===== config.mk =====
export PLATFORM = sky130hd
export DESIGN_NAME = cart_bank_mapper
export DESIGN_NICKNAME = d
export VERILOG_FILES = /design/src/rtl/mapper_pkg.sv /design/src/rtl/cpu_window_decode.sv /design/src/rtl/bank_reg_file.sv /design/src/rtl/bank_page_xlate.sv /design/src/rtl/cart_bank_mapper.sv
export SDC_FILE = /design/constraint.sdc
export NUM_CORES = 1
export LEC_CHECK = 0
export BUFFER_PORTS_ARGS = -buffer_cell sky130_fd_sc_hd__buf_4
export CAP_MARGIN = 20
export CORE_MARGIN = 5
export CORE_UTILIZATION = 34
export CTS_BUF_LIST = sky130_fd_sc_hd__clkbuf_8
export CTS_CLUSTER_DIAMETER = 30
export DETAILED_ROUTE_END_ITERATION = 8
export GPL_ROUTABILITY_DRIVEN = 0
export HOLD_SLACK_MARGIN = 0.08
export PLACE_DENSITY_LB_ADDON = 0.12
export SLEW_MARGIN = 20
export SYNTH_ARGS = -nofsm -noshare
export SYNTH_HDL_FRONTEND = slang
export SYNTH_SLANG_ARGS = --single-unit

===== constraint.sdc =====
create_clock -name clk -period 1 [get_ports clk]
set_input_delay 0.25 -clock clk [delete_from_list [all_inputs] [get_ports clk]]
set_output_delay 0.25 -clock clk [all_outputs]
set_load 0.05 [all_outputs]

===== src/rtl/mapper_pkg.sv =====
package mapper_pkg;

   localparam int CPU_AW   = 16;
   localparam int DATA_W   = 8;
   localparam int PPU_AW   = 13;
   localparam int PRG_OFS_W = 13;
   localparam int CHR_OFS_W = 10;
   localparam int PRG_SLOTS = 4;
   localparam int CHR_SLOTS = 8;

   localparam int PO_W = 4;
   localparam int CO_W = 4;
   localparam int PI_W = 1;
   localparam int CI_W = 3;

   // page = outer << OUTER_SH + inner << INNER_SH + slot
   localparam int PRG_OUTER_SH = 3;
   localparam int PRG_INNER_SH = 2;
   localparam int CHR_OUTER_SH = 6;
   localparam int CHR_INNER_SH = 3;

   typedef struct packed {
      logic [PO_W-1:0] prg_outer;
      logic [CO_W-1:0] chr_outer;
      logic [PI_W-1:0] prg_inner;
      logic [CI_W-1:0] chr_inner;
   } bank_regs_t;

   typedef enum logic [1:0] {
      WIN_NONE = 2'd0,
      WIN_SAVE = 2'd1,
      WIN_PROG = 2'd2
   } cpu_win_e;

endpackage


===== src/rtl/cpu_window_decode.sv =====
module cpu_window_decode
   import mapper_pkg::*;
(
   input  logic [2:0] addr_hi,
   input  logic       wr,
   output cpu_win_e   win,
   output logic       ld_outer,
   output logic       ld_inner
);

   always_comb begin
      if (addr_hi[2])
         win = WIN_PROG;
      else if (addr_hi == 3'b011)
         win = WIN_SAVE;
      else
         win = WIN_NONE;
   end

   assign ld_outer = wr && (win == WIN_SAVE);
   assign ld_inner = wr && (win == WIN_PROG);

endmodule


===== src/rtl/bank_reg_file.sv =====
module bank_reg_file
   import mapper_pkg::*;
(
   input  logic              clk,
   input  logic              rst_n,
   input  logic              ld_outer,
   input  logic              ld_inner,
   input  logic [DATA_W-1:0] wdata,
   output bank_regs_t        regs
);

   always_ff @(posedge clk or negedge rst_n) begin
      if (!rst_n) begin
         regs <= '0;
      end else begin
         if (ld_outer) begin
            regs.prg_outer <= wdata[3:0];
            regs.chr_outer <= wdata[7:4];
         end
         if (ld_inner) begin
            regs.prg_inner <= wdata[0];
            regs.chr_inner <= wdata[6:4];
         end
      end
   end

endmodule


===== src/rtl/bank_page_xlate.sv =====
module bank_page_xlate #(
   parameter int PAGES     = 128,
   parameter int SLOTS     = 4,
   parameter int OUTER_W   = 4,
   parameter int INNER_W   = 1,
   parameter int OUTER_SH  = 3,
   parameter int INNER_SH  = 2,
   parameter int OFFSET_W  = 13,
   localparam int PAGE_W   = $clog2(PAGES),
   localparam int SLOT_W   = $clog2(SLOTS),
   localparam int ADDR_W   = PAGE_W + OFFSET_W
) (
   input  logic [OUTER_W-1:0]  outer,
   input  logic [INNER_W-1:0]  inner,
   input  logic [SLOT_W-1:0]   slot,
   input  logic [OFFSET_W-1:0] offset,
   output logic [ADDR_W-1:0]   addr
);

   localparam int RAW_W = OUTER_W + OUTER_SH;

   if ((1 << PAGE_W) != PAGES || PAGES < SLOTS) begin : g_bad_pages
      $error("bank_page_xlate: PAGES must be a power of two >= SLOTS");
   end
   if ((1 << SLOT_W) != SLOTS) begin : g_bad_slots
      $error("bank_page_xlate: SLOTS must be a power of two");
   end
   if (INNER_SH + INNER_W > OUTER_SH || SLOT_W > INNER_SH) begin : g_bad_split
      $error("bank_page_xlate: inner field overlaps outer field or slot");
   end

   logic [PAGE_W-1:0] slot_page [SLOTS];

   // Arithmetic is done in PAGE_W bits, so a narrower ROM folds by masking.
   for (genvar s = 0; s < SLOTS; s++) begin : g_slot
      if (PAGE_W >= RAW_W) begin : g_full
         assign slot_page[s] = (PAGE_W'(outer) << OUTER_SH)
                             + (PAGE_W'(inner) << INNER_SH)
                             + PAGE_W'(s);
      end else begin : g_fold
         logic [PAGE_W-1:0] folded;
         assign folded = (PAGE_W'(outer) << OUTER_SH)
                       + (PAGE_W'(inner) << INNER_SH)
                       + PAGE_W'(s);
         assign slot_page[s] = folded;
      end
   end

   assign addr = {slot_page[slot], offset};

endmodule


===== src/rtl/cart_bank_mapper.sv =====
module cart_bank_mapper
   import mapper_pkg::*;
#(
   parameter int PRG_PAGES = 128,
   parameter int CHR_PAGES = 1024,
   localparam int PRG_AW   = $clog2(PRG_PAGES) + PRG_OFS_W,
   localparam int CHR_AW   = $clog2(CHR_PAGES) + CHR_OFS_W
) (
   input  logic              clk,
   input  logic              rst_n,
   input  logic [CPU_AW-1:0] cpu_addr,
   input  logic [DATA_W-1:0] cpu_data,
   input  logic              cpu_wr,
   input  logic [PPU_AW-1:0] ppu_addr,
   output logic [PRG_AW-1:0] prg_addr,
   output logic [CHR_AW-1:0] chr_addr,
   output logic              mirror_sel
);

   if (PRG_PAGES < PRG_SLOTS || CHR_PAGES < CHR_SLOTS) begin : g_bad_size
      $error("cart_bank_mapper: ROM smaller than one slot set");
   end

   cpu_win_e   win;
   logic       ld_outer;
   logic       ld_inner;
   bank_regs_t regs_q;

   cpu_window_decode u_dec (
      .addr_hi  (cpu_addr[15:13]),
      .wr       (cpu_wr),
      .win      (win),
      .ld_outer (ld_outer),
      .ld_inner (ld_inner)
   );

   bank_reg_file u_regs (
      .clk      (clk),
      .rst_n    (rst_n),
      .ld_outer (ld_outer),
      .ld_inner (ld_inner),
      .wdata    (cpu_data),
      .regs     (regs_q)
   );

   bank_page_xlate #(
      .PAGES    (PRG_PAGES),
      .SLOTS    (PRG_SLOTS),
      .OUTER_W  (PO_W),
      .INNER_W  (PI_W),
      .OUTER_SH (PRG_OUTER_SH),
      .INNER_SH (PRG_INNER_SH),
      .OFFSET_W (PRG_OFS_W)
   ) u_prg (
      .outer  (regs_q.prg_outer),
      .inner  (regs_q.prg_inner),
      .slot   (cpu_addr[14:13]),
      .offset (cpu_addr[12:0]),
      .addr   (prg_addr)
   );

   bank_page_xlate #(
      .PAGES    (CHR_PAGES),
      .SLOTS    (CHR_SLOTS),
      .OUTER_W  (CO_W),
      .INNER_W  (CI_W),
      .OUTER_SH (CHR_OUTER_SH),
      .INNER_SH (CHR_INNER_SH),
      .OFFSET_W (CHR_OFS_W)
   ) u_chr (
      .outer  (regs_q.chr_outer),
      .inner  (regs_q.chr_inner),
      .slot   (ppu_addr[12:10]),
      .offset (ppu_addr[9:0]),
      .addr   (chr_addr)
   );

   assign mirror_sel = 1'b1;

endmodule


**After elaboration in Yosys (flattened, before gate mapping)**

Index checks and enable logic that the tools add are counted.

- Register bits after elaboration: 12
- Bits of input ports: 40
- Output and inout port bits: 41
- Word-level logic and storage cells: 33

- Add/subtract/negate cells: 12
- Magnitude comparators: 2
- Equality and inequality tests: 3
- Multiplexer cells: 8
- Bitwise operators: 2
- Reduce and logical (&&, ||, !) cells: 2

Operators by type and width:

| kind | number |
|---|---|
| $add A10 B3 Y10 const B | 4 |
| $bmux W10 S3 | 1 |
| $add A10 B2 Y10 const B | 2 |
| $mux W10 | 2 |
| $add A7 B2 Y7 const B | 2 |
| $bmux W7 S2 | 1 |
| $mux W7 | 2 |
| $add A10 B1 Y10 const B | 1 |
| $add A10 B6 Y10 | 1 |
| $add A7 B1 Y7 const B | 1 |
| $add A7 B3 Y7 | 1 |
| $ge A4 B4 Y1 const B | 1 |
| $not A3 Y4 | 1 |
| $eq A3 B2 Y1 const B | 1 |
| $ge A3 B3 Y1 const B | 1 |
| $not A2 Y3 | 1 |
| $eq A2 B1 Y1 const B | 1 |
| $eq A2 B2 Y1 const B | 1 |
| $logic_and A1 B1 Y1 | 2 |
| $mux W2 | 1 |
| $mux W1 | 1 |

**Longest topological paths before layout**

- Depth in word-level cells: 5
- Gate-level depth with buffers: 2
- Depth with buffers taken out: 2

**By module**

Synthesis repeated with hierarchy kept, for this count alone.

- Cells, all modules: 71
- Area total of the unflattened synthesis: 823.3 sq um

Modules (own cells, without submodules):

| module | times used | cells each | area each (sq um) | seq. area each (sq um) |
|---|---|---|---|---|
| bank_reg_file | 1 | 25 | 476.7 | 300.3 |
| bank_page_xlate | 2 | 20 | 150.1 | 0.0 |
| cpu_window_decode | 1 | 4 | 35.0 | 0.0 |
| cart_bank_mapper | 1 | 2 | 11.3 | 0.0 |

**Worst setup path before layout**

No wires, ideal clock.

- Path kind: register to register
- Start point: reg, netlist name u_regs.regs[0]
- End point: reg u_regs.regs[0] (netlist name)
- Library setup time: 125 ps
- Data arrival time: 866 ps
- Required time: 875 ps
- Path slack: 10 ps
- Cell stages (with the launch flop): 2
- Path buffers: 0
- Clock period less this slack: 990 ps
- Cells stage by stage: dfrtp_1 > mux2_2

RTL lines:

| what | RTL line | text |
|---|---|---|
| end: declaration | bank_reg_file.sv:9 | `output bank_regs_t regs` |

**Worst setup path in the final report**

- Start point: reg u_regs.regs[10] (netlist name)
- End point: out prg_addr[18]

- Word-level cells in the longest chain between the ends: 5
- Elaborated cells between the ends (all ways): 7
- Those cells by class: add/sub: 4; mux: 3

Ends and longest elaborated chain:

| what | RTL line | text |
|---|---|---|
| $add A7 B3 Y7 (*) | bank_page_xlate.sv:38 | `+ (PAGE_W'(inner) << INNER_SH)` |
| $add A7 B2 Y7 / $add A7 B1 Y7 (equally long branches) | bank_page_xlate.sv:39 | `+ PAGE_W'(s);` |
| $bmux W7 S2 (*) | bank_page_xlate.sv:49 | `assign addr = {slot_page[slot], offset};` |
| $mux W7 (not written as such) (*) (2 in a row) | bank_page_xlate.sv:49 |  |
| end: declaration | cart_bank_mapper.sv:15 | `output logic [PRG_AW-1:0] prg_addr,` |

Every way passes the cells marked *; elsewhere a longest branch is shown, timed or not. The select of a mux whose other input is x is not followed.

==> summary.md <==
| Metric | Value |
|---|---|
| Commonest non-fill, non-tap cell in the layout | `buf_4` |
| Final period utilization | `1.04` |
| Max-cap viol count | `0` |
| Grt ovf | `0` |
| Largest Register | `u_regs.regs` |
| Initial Util | `0.356` |
| LEAKAGE | `0.399 nW` |
| Via count | `373` |
| Worst skew pair latency | `0.24 ns` |
| Final nets | `101` |
| Slowest stage cell, crit path | `dfrtp_1` |
| Fin. Hold Viols | `0` |
| Syn-to-layout area delta | `18.6%` |
| Fin crit period | `1.04 ns` |
| Setup ws final | `-0.0389 ns` |
| Switching power | `0.702 mW` |
| Initial antenna violation count | `0` |
| #FFs+latches synth | `12` |
| Status | `finished with violations` |
| Sequential area share after synthesis | `0.434` |
| Synth Instances | `57` |
| Die X | `55.1 um` |
| Max Slew Vio Count | `0` |
| Worst vdd ir | `0.00132 V` |
| DP Cell Count | `81` |
| Synth warnings | `0` |
| Worst path required time | `0.75 ns` |
| RSZ-0062 raised after global routing | `true` |
| Floorplan row count | `16` |
| Diode count | `0` |
| Combinational Power Share | `0.395` |
| Die area | `3040 um^2` |
| CP Capture Type | `output pin` |
| Hold Path Class | `primary input to flop` |
| Largest family of logic cells by synthesized area | `buffers and inverters` |
| Num ports | `81` |
| Vias in the first global route | `420` |
| Power Density | `2360 nW/um^2` |
| Synth Area per Inst | `12.1 um^2` |
| Simple logic cell fraction of the synthesized area | `0.0398` |
| Global Route Usage Sum | `0.0874` |
| DR vias/cell | `4.29` |
| Post-Place Worst Slack | `-0.0769 ns` |
| Wirelength per Cell | `13.4 um` |
| Clock tree buffer depth | `2` |
| Synth Area in Compound Gates | `0` |
| DR iter-0 viols | `2` |
| Routed wire length | `1.17 mm` |
| Die Height | `55.1 um` |
| CP top delay family | `flip-flops` |
| Mux cell area share after synthesis | `0.195` |
| Final setup fails | `12` |
| H-tree depth | `1` |
| Clk pin slew, worst setup/hold paths | `0.05 ns` |
| Sequential share of power | `0.334` |
| Residual DRC count | `0` |
| Sw Ratio | `0.362` |
| CTS tree | `yes` |
| Largest net degree at the start of global routing | `13` |
| Critical Path AT | `0.79 ns` |
| # clock sinks | `12` |
| Routed Antenna Nets | `0` |
| Power share of the clock group | `0.272` |
| Commonest cells after routing, fill and taps aside | `16 x buf_4, 12 x mux2_2, 12 x buf_6, 12 x dfrtp_1, 4 x clkbuf_8` |
| Buffers on Ports | `27` |
| Share of cells above drive strength 1 | `0.750` |
| Global route hottest layer | `met2` |
| Power Total | `1.94 mW` |
| Root buf cell | `clkbuf_8` |
| Final std cells w/o fill | `87` |
| Cell Area, Synth | `692 um^2` |
| Internal | `1.23 mW` |
| Post-synthesis xor/xnor area fraction | `0` |
| Critical path launch point type | `flop` |
| Crit path buf inv count | `1` |
| Fmax | `0.963 GHz` |
| Router iterations before antenna repair | `4` |
| Adder-cell share of the synthesized area | `0` |
| Grt met2 use | `0.130` |
| Clk_skew | `0 ns` |
| Num CTS Buffers | `3` |
| Critical Setup Path Class | `flop to output pin` |
| Met1 Use GR | `0.0888` |
| Max reg flops | `12` |
| Critical path peak fanout | `2` |
| CORE AREA | `1940 um^2` |
| Post-synth net total | `97` |
| CP Cell Sequence | `buf_6` |
| First-pass GRT wire length | `1.82 mm` |
| Largest regs | `u_regs.regs (12)` |
| Slowest cell delay on critical path | `0.39 ns` |
| Failing checks | `setup timing` |
| Yosys cell types | `6` |
| Met3 Use GR | `0.0563` |
-- synthesized netlist by cell type --
cell / count / area [um^2]
conb_1: 1 / 3.75
nand4b_4: 1 / 23.8
dfrtp_1: 12 / 300
buf_4: 30 / 225
nand2_1: 1 / 3.75
mux2_2: 12 / 135
-- timing repair --
item,CTS,global route
resized for setup,12,0
cloned,0,0
hold buffers,1,0
setup buffers,1,0
endpoints found under the setup margin,12,12
endpoints found under the hold margin,12,0
-- cell families (layout without fill, tap and decap cells) --
| family | after synthesis | count (layout) |
|---|---|---|
| simple gates | 2 | 2 |
| buf+inv | 30 | 33 |
| flops | 12 | 12 |
| other cells | 1 | 1 |
| mux | 12 | 12 |
-- metal layers --
layer,wire (um),part of all wire
met3,165,0.14
met1,402,0.34
met2,564,0.48
met4,38,0.032
met5,0,0
-- path summary, 6_finish.rpt --
check	slack (ns)	cells after the start	end	start
worst max-delay path	-0.04	1	prg_addr[18]	u_regs.regs[10]
worst min-delay path	0.24	2	u_regs.regs[10]	cpu_data[2]
worst max register to register	0.13	2	u_regs.regs[3]	u_regs.regs[3]
worst min register to register	0.53	1	u_regs.regs[9]	u_regs.regs[9]
max in group asynchronous	0.48	2	u_regs.regs[6]	rst_n
min in group asynchronous	0.37	2	u_regs.regs[11]	rst_n
-- power by group through the flow --
stage / Clock, mW / Combinational [mW] / Sequential (mW)
floorplan: 0 / 0.439 / 0.951
global placement: 0 / 0.701 / 0.637
detailed placement: 0 / 0.702 / 0.635
CTS: 0.546 / 0.774 / 0.647
global route: 0.566 / 0.792 / 0.661
finish: 0.526 / 0.764 / 0.646
-- per-stage QoR --
stage	TNS [ns]	utilization	cell area, um^2	hold slack, ns
CTS	-0.473	0.423	821	0.234
floorplan	0	-	692	-0.0456
detailed placement	-0.680	0.362	703	0.101
global route	-0.730	0.423	821	0.236
finish	-0.360	0.423	821	0.240
global placement	-0.651	0.362	703	0.102
-- area by class of cell --
class | count | area [um^2]
flip-flops and latches | 12 | 300
clock buffers | 4 | 55.1
repair buffers | 29 | 265
multi-input cells | 15 | 166
well taps | 27 | 33.8
fillers | 195 | 1120
Note: power is estimated with default switching activity, not from simulation.
